<file path="src/rtl/smute_pkg.sv">
package smute_pkg;
  // fixed-point step of about -1 dB: 58409/65536
  localparam int unsigned STEP_NUM = 58409;

  function automatic int unsigned db_to_gain(input int unsigned db, input int unsigned frac);
    logic [63:0] acc;
    acc = 64'd1 << 47;
    for (int unsigned i = 0; i < db; i++) acc = (acc * 64'(STEP_NUM)) >> 16;
    acc = (acc + (64'd1 << (46 - frac))) >> (47 - frac);
    return int'(acc[31:0]);
  endfunction
endpackage

</file>
<file path="src/rtl/smute_target.sv">
module smute_target #(
  parameter int SNR_W   = 8,
  parameter int SLOPE_W = 4,
  parameter int ATT_W   = 6
) (
  input  logic [SNR_W-1:0]   snr_i,
  input  logic [SNR_W-1:0]   snr_thr_i,
  input  logic [SLOPE_W-1:0] slope_i,
  input  logic [ATT_W-1:0]   max_att_i,
  output logic [ATT_W-1:0]   tgt_o
);
  localparam int PROD_W = SNR_W + SLOPE_W;

  logic [SNR_W-1:0]  short_q;
  logic [PROD_W-1:0] prod;

  assign short_q = snr_thr_i - snr_i;
  assign prod    = PROD_W'(short_q) * PROD_W'(slope_i);

  always_comb begin
    if (max_att_i == '0 || snr_i >= snr_thr_i) tgt_o = '0;
    else if (prod > PROD_W'(max_att_i))        tgt_o = max_att_i;
    else                                       tgt_o = prod[ATT_W-1:0];
  end
endmodule

</file>
<file path="src/rtl/smute_slew.sv">
module smute_slew #(
  parameter int ATT_W = 6
) (
  input  logic             clk_i,
  input  logic             rst_ni,
  input  logic             upd_i,
  input  logic [ATT_W-1:0] tgt_i,
  input  logic [ATT_W-1:0] attack_i,
  input  logic [ATT_W-1:0] decay_i,
  output logic [ATT_W-1:0] cur_o
);
  logic [ATT_W-1:0] cur_q, cur_d;
  logic [ATT_W:0]   up_sum;
  logic [ATT_W-1:0] gap_dn;

  assign up_sum = {1'b0, cur_q} + {1'b0, attack_i};
  assign gap_dn = cur_q - tgt_i;

  always_comb begin
    cur_d = cur_q;
    if (upd_i) begin
      if (tgt_i > cur_q)
        cur_d = (up_sum >= {1'b0, tgt_i}) ? tgt_i : up_sum[ATT_W-1:0];
      else if (tgt_i < cur_q)
        cur_d = (gap_dn <= decay_i) ? tgt_i : cur_q - decay_i;
    end
  end

  always_ff @(posedge clk_i or negedge rst_ni) begin
    if (!rst_ni) cur_q <= '0;
    else         cur_q <= cur_d;
  end

  assign cur_o = cur_q;

  p_attack_step_r4: assert property (@(posedge clk_i) disable iff (!rst_ni)
    (upd_i && tgt_i > cur_q) |=>
      (cur_q >= $past(cur_q)) && (cur_q <= $past(tgt_i)) &&
      ({1'b0, cur_q} <= {1'b0, $past(cur_q)} + {1'b0, $past(attack_i)}));

  p_decay_step_r5: assert property (@(posedge clk_i) disable iff (!rst_ni)
    (upd_i && tgt_i < cur_q) |=>
      (cur_q <= $past(cur_q)) && (cur_q >= $past(tgt_i)) &&
      ({1'b0, $past(cur_q)} <= {1'b0, cur_q} + {1'b0, $past(decay_i)}));

  p_hold_r6: assert property (@(posedge clk_i) disable iff (!rst_ni)
    !upd_i |=> $stable(cur_q));
endmodule

</file>
<file path="src/rtl/smute_gain_lut.sv">
module smute_gain_lut #(
  parameter int ATT_W  = 6,
  parameter int FRAC_W = 15,
  localparam int GAIN_W = FRAC_W + 1
) (
  input  logic [ATT_W-1:0]  att_i,
  output logic [GAIN_W-1:0] gain_o
);
  localparam int DEPTH = 2 ** ATT_W;

  logic [GAIN_W-1:0] tbl [DEPTH];

  for (genvar d = 0; d < DEPTH; d++) begin : g_ent
    localparam int unsigned G = smute_pkg::db_to_gain(d, FRAC_W);
    assign tbl[d] = GAIN_W'(G);
  end

  assign gain_o = tbl[att_i];
endmodule

</file>
<file path="src/rtl/smute_scaler.sv">
module smute_scaler #(
  parameter int DATA_W = 16,
  parameter int FRAC_W = 15,
  localparam int GAIN_W = FRAC_W + 1
) (
  input  logic                     clk_i,
  input  logic                     rst_ni,
  input  logic                     valid_i,
  input  logic signed [DATA_W-1:0] aud_i,
  input  logic [GAIN_W-1:0]        gain_i,
  input  logic                     hard_mute_i,
  output logic                     valid_o,
  output logic signed [DATA_W-1:0] aud_o
);
  localparam int PROD_W = DATA_W + GAIN_W + 1;
  localparam logic signed [PROD_W-1:0] RND   = PROD_W'(1) << (FRAC_W - 1);
  localparam logic signed [PROD_W-1:0] MAX_S = {{(PROD_W-DATA_W+1){1'b0}}, {(DATA_W-1){1'b1}}};
  localparam logic signed [PROD_W-1:0] MIN_S = {{(PROD_W-DATA_W+1){1'b1}}, {(DATA_W-1){1'b0}}};
  localparam logic [GAIN_W-1:0]        UNITY = GAIN_W'(1) << FRAC_W;

  logic signed [PROD_W-1:0] x_ext, g_ext, prod, shifted;
  logic signed [DATA_W-1:0] sat_d;

  assign x_ext   = {{(PROD_W-DATA_W){aud_i[DATA_W-1]}}, aud_i};
  assign g_ext   = {{(PROD_W-GAIN_W){1'b0}}, gain_i};
  assign prod    = x_ext * g_ext;
  assign shifted = (prod + RND) >>> FRAC_W;

  always_comb begin
    if      (shifted > MAX_S) sat_d = MAX_S[DATA_W-1:0];
    else if (shifted < MIN_S) sat_d = MIN_S[DATA_W-1:0];
    else                      sat_d = shifted[DATA_W-1:0];
  end

  always_ff @(posedge clk_i or negedge rst_ni) begin
    if (!rst_ni) begin
      valid_o <= 1'b0;
      aud_o   <= '0;
    end else begin
      valid_o <= valid_i;
      if (valid_i) aud_o <= hard_mute_i ? '0 : sat_d;
    end
  end

  p_hard_mute_r7: assert property (@(posedge clk_i) disable iff (!rst_ni)
    (valid_i && hard_mute_i) |=> (aud_o == '0));

  p_strobe_r8: assert property (@(posedge clk_i) disable iff (!rst_ni)
    valid_i |=> valid_o);

  p_no_strobe_r8: assert property (@(posedge clk_i) disable iff (!rst_ni)
    !valid_i |=> !valid_o);

  p_unity_r9: assert property (@(posedge clk_i) disable iff (!rst_ni)
    (valid_i && !hard_mute_i && gain_i == UNITY) |=> (aud_o == $past(aud_i)));
endmodule

</file>
<file path="src/rtl/soft_mute_atten.sv">
module soft_mute_atten #(
  parameter int DATA_W  = 16,
  parameter int SNR_W   = 8,
  parameter int SLOPE_W = 4,
  parameter int ATT_W   = 6,
  parameter int FRAC_W  = 15
) (
  input  logic                     clk_i,
  input  logic                     rst_ni,
  input  logic                     snr_valid_i,
  input  logic [SNR_W-1:0]         snr_i,
  input  logic [SNR_W-1:0]         snr_thr_i,
  input  logic [SLOPE_W-1:0]       slope_i,
  input  logic [ATT_W-1:0]         max_att_i,
  input  logic [ATT_W-1:0]         attack_i,
  input  logic [ATT_W-1:0]         decay_i,
  input  logic                     hard_mute_i,
  input  logic                     aud_valid_i,
  input  logic signed [DATA_W-1:0] aud_i,
  output logic                     aud_valid_o,
  output logic signed [DATA_W-1:0] aud_o,
  output logic [ATT_W-1:0]         atten_o
);
  localparam int GAIN_W = FRAC_W + 1;

  logic [ATT_W-1:0]  tgt;
  logic [ATT_W-1:0]  cur;
  logic [GAIN_W-1:0] gain;

  smute_target #(.SNR_W(SNR_W), .SLOPE_W(SLOPE_W), .ATT_W(ATT_W)) u_target (
    .snr_i     (snr_i),
    .snr_thr_i (snr_thr_i),
    .slope_i   (slope_i),
    .max_att_i (max_att_i),
    .tgt_o     (tgt)
  );

  p_idle_r1: assert property (@(posedge clk_i) disable iff (!rst_ni)
    (snr_i >= snr_thr_i) |-> (tgt == '0));

  p_ceiling_r3: assert property (@(posedge clk_i) disable iff (!rst_ni)
    tgt <= max_att_i);

  p_disabled_r3: assert property (@(posedge clk_i) disable iff (!rst_ni)
    (max_att_i == '0) |-> (tgt == '0));

  smute_slew #(.ATT_W(ATT_W)) u_slew (
    .clk_i    (clk_i),
    .rst_ni   (rst_ni),
    .upd_i    (snr_valid_i),
    .tgt_i    (tgt),
    .attack_i (attack_i),
    .decay_i  (decay_i),
    .cur_o    (cur)
  );

  smute_gain_lut #(.ATT_W(ATT_W), .FRAC_W(FRAC_W)) u_lut (
    .att_i  (cur),
    .gain_o (gain)
  );

  smute_scaler #(.DATA_W(DATA_W), .FRAC_W(FRAC_W)) u_scaler (
    .clk_i       (clk_i),
    .rst_ni      (rst_ni),
    .valid_i     (aud_valid_i),
    .aud_i       (aud_i),
    .gain_i      (gain),
    .hard_mute_i (hard_mute_i),
    .valid_o     (aud_valid_o),
    .aud_o       (aud_o)
  );

  assign atten_o = cur;
endmodule

</file>
<file path="config.mk">
export PLATFORM = sky130hd
export DESIGN_NAME = soft_mute_atten
export DESIGN_NICKNAME = d
export VERILOG_FILES = /design/src/rtl/smute_pkg.sv /design/src/rtl/smute_target.sv /design/src/rtl/smute_slew.sv /design/src/rtl/smute_gain_lut.sv /design/src/rtl/smute_scaler.sv /design/src/rtl/soft_mute_atten.sv
export SDC_FILE = /design/constraint.sdc
export NUM_CORES = 1
export LEC_CHECK = 0
export BUFFER_PORTS_ARGS = -buffer_cell sky130_fd_sc_hd__clkbuf_2
export CORE_MARGIN = 2
export CORE_UTILIZATION = 40
export CTS_CLUSTER_SIZE = 30
export DETAILED_ROUTE_END_ITERATION = 16
export GPL_TIMING_DRIVEN = 0
export PLACE_DENSITY = 0.53
export SLEW_MARGIN = 15
export SYNTH_ARGS = -nofsm -noshare
export SYNTH_HDL_FRONTEND = slang
export SYNTH_SLANG_ARGS = --single-unit
</file>
<file path="constraint.sdc">
create_clock -name clk_i -period 11.9 [get_ports clk_i]
set_input_delay 0.595 -clock clk_i [delete_from_list [all_inputs] [get_ports clk_i]]
set_output_delay 0.595 -clock clk_i [all_outputs]
set_load 0.02 [all_outputs]
</file>
==> summary.md <==
| Metric | Value |
|---|---|
| Outcome | complete, no violations |
| Largest net degree at the start of global routing | 24 |
| Ant diodes | 0 |
| Finish-stage setup viols | 0 |
| Setup Crit Path Kind | reg2reg |
| Maximum capacitance violations | 0 |
| Slew @ Worst Pin | 1.183 ns |
| CTS Sinks | 23 |
| Global-route wire length before repair | 65340 µm |
| Routability cong. | 0.8781 |
| Ys flop type | dfrtp_1 |
| Port-buffer cells | 80 |
| Slew Limit Headroom | 0.2077 |
| Area of the multi-input gates | 11830 µm² |
| H-tree levels | 1 |
| Fill cell count | 3531 |
| Post-layout util | 0.4354 |
| Crit path time final | 10.38 ns |
| Register area | 575.6 µm² |
| Setup crit end kind | flip-flop |
| Yosys Warn Count | 0 |
| Num CTS Buffers | 3 |
| Worst Path Arrival | 10.52 ns |
| WL met3 | 1482 µm |
| Async SR Flop Fraction | 1.000 |
| Die footprint | 36330 µm² |
| Slew Limit Fails | 0 |
| WL met2 | 19050 µm |
| Avg WL per Cell | 17.93 µm |
| Max layer used | met4 |
| Vias | between 10000 and 15000 |
| Final nets | 2223 |
| Worst Path Required | around 12 ns |
| Worst Path Max Fanout | 13 |
| Fmax | 0.09636 GHz |
| Initial DRC Count | a little under 800 |
| # Post-CTS Setup Buffers | 0 |
| Mean Syn Cell Area | about 8.3 µm² |
| Register area share after synthesis | 0.04132 |
| All-Layer GR Usage | 0.2266 |
| Unrepaired setup endpoints after global routing | false |
| Vias per inst | 5.298 |
| Clock Latency Late Sink | roughly 0.25 ns |
| Worst path top cell family by delay | adder cells |
| CP max stage delay | ~0.80 ns |
| Post-synth EDFFs | 0 |
| DRT met1 WL | 18760 µm |
| Buf/Inv on CP | 10 |
| Final worst path period share | 0.8721 |
| Hold WC Path Type | in2async |
| Skew final | 0.001348 ns |
| Post-route cell area | between 15000 and 20000 µm² |
| First-pass detailed-route iteration total | 5 |
| Max Root-Sink Buffers | 2 |
| Flops & latches, synth | 23 |
| Clk root buf | clkbuf_16 |
| Ports | about 80 |
| Die X | 190.6 µm |
| Fin. Hold Viols | 0 |
| Netlist Area Pre-Place | 13930 µm² |
| Setup TNS | 0 ns |
| DP Area | 14920 µm² |
| Core Region | 34460 µm² |
| Clk slew on worst S/H paths | approximately 0.060 ns |
| Gr ovfl total | 0 |
| Share of cells above drive strength 1 | 0.08381 |
| DRC viols | 0 |
| Vias in the first global route | 11930 |
| Initial antenna violation count | 0 |
| Post-DP HPWL | 33990 µm |
| CTS tree | built |
| Die Ht | 190.6 µm |
| Synthesized Nets | 2137 |
| Hold buffer count at cts | 0 |
| Slowest cell on crit path | dfrtp_1 |
| WL final | 39830 µm |
| Mapped Cells | 1681 |
| FP Rows | 68 |
| Initial core utilization | 0.4042 |
| Startpoint types | flip-flop |
| Area Overhead vs Synth | 7.716% |
| Number of routed nets with antenna violations | 0 |
| Post-CTS sizing | 0 |
| Synth unique cells | 81 |
==> sequential cells by signal, indices dropped and copies added, names as in the netlist <==
| name | count |
|---|---|
| u_scaler.aud_o | 16 |
| u_slew.cur_o | 6 |
| u_scaler.valid_o | 1 |
==> layer usage <==
layer / vias to the layer above / global-route usage
li1: 5598 / -
met1: 5880 / 0.3289
met2: 256 / 0.3838
met3: 32 / 0.01196
met4: 0 / 0.02564
met5: - / 0
==> layout make-up <==
class / count / area share
Buffer: 75 / 0.02469
Inverter: 312 / 0.07806
Clock buffer: 3 / 0.005004
Clock inverter: 1 / 0.0003336
Tap cell: 455 / 0.03795
Sequential cell: 23 / 0.03836
Timing Repair Buffer: 81 / 0.02719
Multi-Input combinational cell: 1271 / 0.7884
==> layout by cell type (no fill, tap or decap), types with 7 or more instances in the layout <==
cell,instances
inv_1,311
fa_1,210
ha_1,187
nand2_1,178
and2_1,144
clkbuf_2,81
a21oi_1,63
nor2_1,60
o21ai_0,59
clkbuf_1,44
nor2b_1,40
a21o_1,27
nand2b_1,25
xnor2_1,25
nand3_1,23
dfrtp_1,23
nand4_1,18
a211oi_1,16
o21a_1,15
a31oi_1,13
nor3_1,12
xor2_1,12
a311o_1,11
buf_2,10
buf_4,9
o21bai_1,9
and3_1,8
a21boi_0,8
o211ai_1,8
o221ai_1,7
==> worst paths after layout <==
path                               startpoint                  to  slack [ns]  depth (start not counted)
setup / recovery              u_slew.cur_o[0]  u_scaler.aud_o[14]        1.52                         32
hold / removal                         rst_ni  u_scaler.aud_o[11]        0.32                          1
setup reg to reg              u_slew.cur_o[0]  u_scaler.aud_o[14]        1.52                         32
hold reg to reg            u_scaler.aud_o[15]  u_scaler.aud_o[15]        0.52                          1
max in group asynchronous              rst_ni   u_scaler.aud_o[2]       11.20                          1
min in group clk_i         u_scaler.aud_o[15]  u_scaler.aud_o[15]        0.52                          1
==> synth_stat cells (3+ instances only) <==
cell type,count,area share
o2111ai_1,3,0.0019
buf_1,6,0.0016
nor2_1,60,0.016
a21oi_1,63,0.023
xnor2_1,25,0.016
o221ai_1,7,0.0044
o31ai_1,3,0.0016
fa_1,210,0.30
nand4_1,18,0.0081
a311oi_1,4,0.0025
mux2i_1,3,0.0022
a211oi_1,17,0.0092
a21oi_2,6,0.0038
o21ai_1,4,0.0014
o21bai_1,9,0.0049
o21ai_0,59,0.021
mux4_2,3,0.0049
mux2_2,3,0.0024
buf_2,10,0.0036
nand3_1,23,0.0083
a211o_1,5,0.0031
buf_6,6,0.0049
inv_1,311,0.084
and2_1,144,0.065
ha_1,187,0.17
xor2_1,12,0.0075
buf_4,8,0.0043
a21o_1,27,0.015
a31oi_1,14,0.0063
a31o_2,4,0.0025
a21boi_0,8,0.0043
o211ai_1,8,0.0043
nor2b_1,40,0.018
dfrtp_1,23,0.041
nand2_1,178,0.048
clkbuf_1,44,0.012
nand2b_1,25,0.011
or3_1,5,0.0022
and3_1,8,0.0036
o21a_1,15,0.0081
a311o_1,11,0.0079
nor3_1,12,0.0043
==> kinds of logic (layout without fill, tap and decap cells) <==
family | count (synthesis) | in the layout | share of synthesized area
and+or+nand+nor | 534 | 534 | 0.1978
adders and majority gates | 397 | 397 | 0.4698
buffers and inverters | 387 | 472 | 0.1107
AOI/OAI and AO/OA | 293 | 293 | 0.1461
xor gates and xnor gates | 37 | 37 | 0.02327
DFF | 23 | 23 | 0.04132
muxes | 10 | 10 | 0.01105
==> metrics by stage <==
stage	std cells	hold slack, ns	setup WS, ns
after global placement	2216	0.5046	0.8586
after global routing	2221	0.3749	1.015
final	2221	0.3214	1.522
after detailed placement	2217	0.4945	1.584
after floorplan	1681	0.2994	3.402
after CTS	2221	0.3475	1.542
Power is left out: the tool's default activity adds up to more than one toggle a clock period on the data nets, which glitch-free logic cannot reach.
